[src/rtl/stx_pkg.sv]
`timescale 1ns/1ps
package stx_pkg;
    typedef enum logic [2:0] {
        PAR_NONE  = 3'd0,
        PAR_EVEN  = 3'd1,
        PAR_ODD   = 3'd2,
        PAR_MARK  = 3'd3,
        PAR_SPACE = 3'd4
    } par_mode_e;
endpackage

[src/rtl/stx_parity.sv]
`timescale 1ns/1ps
module stx_parity #(
    parameter int DATA_W = 8
) (
    input  logic [DATA_W-1:0] data_masked,
    input  logic [2:0]        mode,
    output logic              par_en,
    output logic              par_bit
);
    import stx_pkg::*;

    logic ones_odd;

    always_comb begin
        ones_odd = ^data_masked;
        par_en   = 1'b1;
        par_bit  = 1'b0;
        case (mode)
            PAR_EVEN:  par_bit = ones_odd;
            PAR_ODD:   par_bit = ~ones_odd;
            PAR_MARK:  par_bit = 1'b1;
            PAR_SPACE: par_bit = 1'b0;
            default:   par_en  = 1'b0;
        endcase
    end
endmodule

[src/rtl/stx_frame_build.sv]
`timescale 1ns/1ps
module stx_frame_build #(
    parameter int DATA_W  = 8,
    parameter int MIN_LEN = 5,
    parameter int LEN_W   = 2,
    parameter int FRAME_W = DATA_W + 4,
    parameter int CNT_W   = 4
) (
    input  logic [DATA_W-1:0]  data,
    input  logic [LEN_W-1:0]   cfg_len,
    input  logic               cfg_two_stop,
    input  logic [2:0]         cfg_par,
    output logic [FRAME_W-1:0] frame,
    output logic [CNT_W-1:0]   nbits
);
    logic [DATA_W-1:0] masked;
    logic              par_en;
    logic              par_bit;
    int                len;
    int                pos;

    always_comb begin
        len = MIN_LEN + int'(cfg_len);
        if (len > DATA_W) len = DATA_W;
        for (int i = 0; i < DATA_W; i++) begin
            masked[i] = (i < len) ? data[i] : 1'b0;
        end
    end

    stx_parity #(.DATA_W(DATA_W)) u_par (
        .data_masked(masked),
        .mode       (cfg_par),
        .par_en     (par_en),
        .par_bit    (par_bit)
    );

    always_comb begin
        frame    = '1;
        frame[0] = 1'b0;
        for (int i = 0; i < DATA_W; i++) begin
            if (i < len) frame[i+1] = masked[i];
        end
        pos = len + 1;
        if (par_en) begin
            frame[pos] = par_bit;
            pos        = pos + 1;
        end
        nbits = CNT_W'(pos + (cfg_two_stop ? 2 : 1));
    end
endmodule

[src/rtl/serial_char_tx.sv]
`timescale 1ns/1ps
module serial_char_tx #(
    parameter int DATA_W  = 8,
    parameter int MIN_LEN = 5
) (
    input  logic              clk,
    input  logic              rst_n,
    input  logic              bit_en,
    input  logic              start_cmd,
    input  logic              send_ok,
    input  logic              brk_cmd,
    input  logic [1:0]        cfg_len,
    input  logic              cfg_two_stop,
    input  logic [2:0]        cfg_par,
    input  logic              buf_valid,
    input  logic [DATA_W-1:0] buf_data,
    output logic              buf_pop,
    output logic              tx_line,
    output logic              all_sent
);
    localparam int LEN_W   = 2;
    localparam int FRAME_W = DATA_W + 4;
    localparam int CNT_W   = $clog2(FRAME_W + 1);

    typedef struct packed {
        logic [FRAME_W-1:0] frame;
        logic [CNT_W-1:0]   left;
        logic               run;
        logic               done;
        logic               line;
    } tx_state_t;

    tx_state_t st_d, st_q;

    logic [FRAME_W-1:0] fb_frame;
    logic [CNT_W-1:0]   fb_nbits;
    logic               boundary;
    logic               load;
    logic               line_bit;

    stx_frame_build #(
        .DATA_W (DATA_W),
        .MIN_LEN(MIN_LEN),
        .LEN_W  (LEN_W),
        .FRAME_W(FRAME_W),
        .CNT_W  (CNT_W)
    ) u_build (
        .data        (buf_data),
        .cfg_len     (cfg_len),
        .cfg_two_stop(cfg_two_stop),
        .cfg_par     (cfg_par),
        .frame       (fb_frame),
        .nbits       (fb_nbits)
    );

    always_comb begin
        boundary = (st_q.left <= CNT_W'(1));
        load     = bit_en && boundary && st_q.run && buf_valid && send_ok;
        st_d     = st_q;
        if (bit_en) begin
            if (!boundary) begin
                st_d.frame = {1'b1, st_q.frame[FRAME_W-1:1]};
                st_d.left  = st_q.left - CNT_W'(1);
            end else if (load) begin
                st_d.frame = fb_frame;
                st_d.left  = fb_nbits;
            end else begin
                st_d.frame = '1;
                st_d.left  = '0;
                if (st_q.run && !buf_valid) begin
                    st_d.run  = 1'b0;
                    st_d.done = 1'b1;
                end
            end
        end
        if (start_cmd) begin
            st_d.run  = 1'b1;
            st_d.done = 1'b0;
        end
        line_bit  = (st_d.left != '0) ? st_d.frame[0] : 1'b1;
        st_d.line = brk_cmd ? 1'b0 : line_bit;
    end

    always_ff @(posedge clk or negedge rst_n) begin
        if (!rst_n) begin
            st_q.frame <= '1;
            st_q.left  <= '0;
            st_q.run   <= 1'b0;
            st_q.done  <= 1'b0;
            st_q.line  <= 1'b1;
        end else begin
            st_q <= st_d;
        end
    end

    assign buf_pop  = load;
    assign tx_line  = st_q.line;
    assign all_sent = st_q.done;
endmodule

[config.mk]
export PLATFORM = sky130hd
export DESIGN_NAME = serial_char_tx
export DESIGN_NICKNAME = d
export VERILOG_FILES = /design/src/rtl/stx_pkg.sv /design/src/rtl/stx_parity.sv /design/src/rtl/stx_frame_build.sv /design/src/rtl/serial_char_tx.sv
export SDC_FILE = /design/constraint.sdc
export NUM_CORES = 1
export LEC_CHECK = 0
export BUFFER_PORTS_ARGS = -buffer_cell sky130_fd_sc_hd__buf_2
export CAP_MARGIN = 40
export CORE_UTILIZATION = 47
export CTS_CLUSTER_DIAMETER = 50
export CTS_CLUSTER_SIZE = 10
export DETAILED_ROUTE_END_ITERATION = 12
export PLACE_DENSITY = 0.71
export SKIP_LAST_GASP = 1
export SLEW_MARGIN = 10
export SYNTH_ARGS = -nofsm -noshare
export SYNTH_HDL_FRONTEND = slang
export SYNTH_SLANG_ARGS = --single-unit
export TNS_END_PERCENT = 1
[constraint.sdc]
create_clock -name clk -period 2.1 [get_ports clk]
set_input_delay 0.315 -clock clk [delete_from_list [all_inputs] [get_ports clk]]
set_output_delay 0.315 -clock clk [all_outputs]
set_load 0.01 [all_outputs]
==> flow_metrics.env <==
export IMPL_cp_required_ns=2.31
export IMPL_ys_flop_type="dfstp_2"
export IMPL_grt_pass1_wl_um=5770
export IMPL_routed_via_density=5.28
export IMPL_htree_levels=1
export IMPL_fillers=277
export IMPL_violations="setup timing"
export IMPL_dp_hpwl_um=2720
export IMPL_reg2reg_depth=9
export IMPL_cts_made_buffers=3
export IMPL_grt_pass1_vias=1318
export IMPL_finalSetupViolations=10
export IMPL_outcome="finished, violations left"
export IMPL_path_clk_slew_ns=0.11
export IMPL_synth_most_common_cell="nor2_1"
export IMPL_min_path_cells=2
export IMPL_hold_end="all_sent"
export IMPL_period_minus_slack_ns=2.21
export IMPL_seq_area_frac_synth=0.324
export IMPL_drt_wl_total_um=3510
export IMPL_core_um2=3050
export IMPL_slowest_delay_ns=0.34
export IMPL_clock_path_buffers=2
export IMPL_placed_area_um2=1860
export IMPL_io_pins=24
export IMPL_yosys_cell_types_count=45
export IMPL_die_width_um=58.8
export IMPL_vias=1379
export IMPL_leakagePower_nw=0.931
export IMPL_worst_pin_slew_ns=0.406
export IMPL_crit_fanout=5
export IMPL_fmax_mhz=453
export IMPL_syn_num_nets=204
export IMPL_crit_path_end_kind="flop"
export IMPL_die_y_um=58.8
export IMPL_gr_usage_all_layers=0.219
export IMPL_top_usage_layer="met2"
export IMPL_area_growth_synth_to_final_pct=28.0
export IMPL_met2_usage=0.398
export IMPL_syn_cell_area_um2=1520
export IMPL_nets=254
export IMPL_tns_ns=-0.518
export IMPL_postSynthRegisterBits=19
export IMPL_crit_buf_inv=2
export IMPL_synth_common_cells="24 x nor2_1, 19 x inv_1, 14 x ha_1"
export IMPL_firstDrtPassIters=4
export IMPL_die_area_um2=3460
export IMPL_grt_ovfl_total=0
export IMPL_power_total_mw=1.52
export IMPL_setup_slack_ns=-0.106
export IMPL_initialDrtViolationCount=78
export IMPL_grt_max_degree=28
export IMPL_vdd_drop_max_uv=376
export IMPL_crit_family="XOR/XNOR gates"
export IMPL_synthCells=168
export IMPL_cp_cell_sequence="buf_2 -> inv_1 -> ha_1 -> nand2b_4 -> xnor2_2 -> xnor3_1 -> xor2_1 -> mux2i_1 -> a21oi_2 -> a221oi_2"
export IMPL_drive_gt1_frac=0.401
export IMPL_grt_use_met1=0.270
export IMPL_drc=0
export IMPL_clock_sinks=19
export IMPL_r2r_end="tx_line"
export IMPL_hp_start="start_cmd"
export IMPL_slowest_stage="xnor3_1"
export IMPL_timing_hold_violations_final=0
export IMPL_clock_skew_ns=0.0115
export IMPL_fin_area_um2=1940
export IMPL_wl_per_cell_um=13.4
export IMPL_routabilityCongestion=0.845
export IMPL_avgSynthCellArea_um2=9.03
export IMPL_synth_top_cell_by_area="dfstp_2"
export IMPL_rrSetupSlack_ns=0.09
export IMPL_clk_latency_ns=0.30
export IMPL_antenna_found_initial=0
export IMPL_start_kind="primary input"
export IMPL_synth_edf_count=0
export IMPL_synth_top_area_frac=0.225
export IMPL_use_met3=0.0396
export IMPL_worstPathArrival_ns=2.42
export IMPL_drv_cap=0
export IMPL_period_share=1.05
export IMPL_tritoncts="built"
export IMPL_hold_path_class="primary input to flop"
export IMPL_ys_async_sr_fraction=1.00
export IMPL_root_buffer="clkbuf_4"
export IMPL_antenna_cells=0
export IMPL_start_util=0.497
export IMPL_r2r_start="st_q[3]"
export IMPL_io_buffers=23
export IMPL_rsz0062_at_grt="yes"
export IMPL_antenna_left=0
export IMPL_ys_warn_count=0
export IMPL_slew_violations=0
export IMPL_worstSetupPathType="primary input to flop"
export IMPL_relSlewSlack=0.729
export IMPL_ys_top_cells_by_area="dfstp_2 23%, ha_1 12%, dfrtp_1 9.9%"
export IMPL_rows=20
export IMPL_power_density_nw_per_um2=781
metrics by stage:
stage                     std cells   util  hold WS (ns)  worst slack, ns
after floorplan                 168      -        0.0194           -0.242
after global placement          255  0.611         0.259           -0.469
after detailed placement        255  0.611         0.269           -0.586
after CTS                       261  0.632         0.151          -0.0892
after global routing            261  0.636         0.150           -0.204
final                           261  0.636         0.157           -0.106
cell usage in the layout (no fill, tap or decap), drive strengths merged, types with 2 or more instances in the layout:
| cell | Yosys | layout |
|---|---|---|
| buf | 1 | 49 |
| nor2 | 25 | 25 |
| inv | 19 | 19 |
| ha | 14 | 14 |
| dfstp | 13 | 13 |
| a21oi | 11 | 11 |
| nand2 | 9 | 9 |
| o21ai | 9 | 9 |
| xnor2 | 8 | 8 |
| dfrtp | 6 | 6 |
| o221ai | 4 | 4 |
| a41oi | 4 | 4 |
| nor3b | 3 | 3 |
| mux2i | 3 | 3 |
| o21bai | 3 | 3 |
| o22ai | 3 | 3 |
| clkbuf | 4 | 3 |
| nand3 | 3 | 3 |
| nand2b | 3 | 3 |
| a31oi | 2 | 2 |
| nor4 | 2 | 2 |
kinds of logic (layout without fill, tap and decap cells):
family	count (synthesis)	after routing	synth area share
simple gates	50	50	0.164
compound gates	46	46	0.217
buf+inv	24	73	0.0594
flops	19	19	0.324
fa+ha+maj	15	15	0.129
xor+xnor	10	10	0.0767
mux	4	4	0.0297
worst max-delay path by stage:
stage | from | end | depth (start not counted)
after floorplan | cfg_par[0] | tx_line | 12
after global placement | cfg_len[0] | tx_line | 12
after detailed placement | cfg_len[0] | tx_line | 12
after CTS | cfg_len[1] | tx_line | 12
after global routing | cfg_len[0] | tx_line | 13
final | cfg_len[1] | st_q[16] | 10
state kept, by name, indices dropped and copies added, names as in the netlist:
signal    cells
all_sent      1
tx_line       1
st_q         17
metal layers:
| metal | up-vias | part of all wire |
|---|---|---|
| met4 | 0 | 0.015 |
| met1 | 655 | 0.43 |
| met5 | - | 0 |
| met2 | 37 | 0.52 |
| li1 | 681 | - |
| met3 | 6 | 0.033 |
where the power goes:
part	internal, mW	switching, mW
registers	0.534	0.0780
logic	0.336	0.384
clock network	0.0710	0.112
layout make-up:
class                           count  area, um^2  share of cell area
Multi-Input combinational cell    125         975               0.502
Sequential cell                    19         492               0.253
Timing Repair Buffer               50         320               0.165
Inverter                           19        71.3              0.0368
Tap cell                           44        55.1              0.0284
Clock buffer                        3        22.5              0.0116
Clock inverter                      1        5.00             0.00258
worst reg2reg max path: cells and delay by family (launching register included):
kind                     cells  cell delay, ns
AND/OR/NAND/NOR              4            0.56
AO/OA/AOI/OAI                2            0.49
adder cells (fa/ha/maj)      1            0.20
flip-flops                   1            0.45
buffers and inverters        2            0.27
repair_timing:
| action | 4_1_cts | 5_1_grt |
|---|---|---|
| endpoints found under the hold margin | 6 | 0 |
| resized for setup | 6 | 1 |
| hold buffers | 1 | 0 |
| setup buffers | 1 | 0 |
| pin swaps | 1 | 2 |
| setup endpoints to repair | 9 | 10 |
No activity file was read; power rests on OpenSTA's default activity.
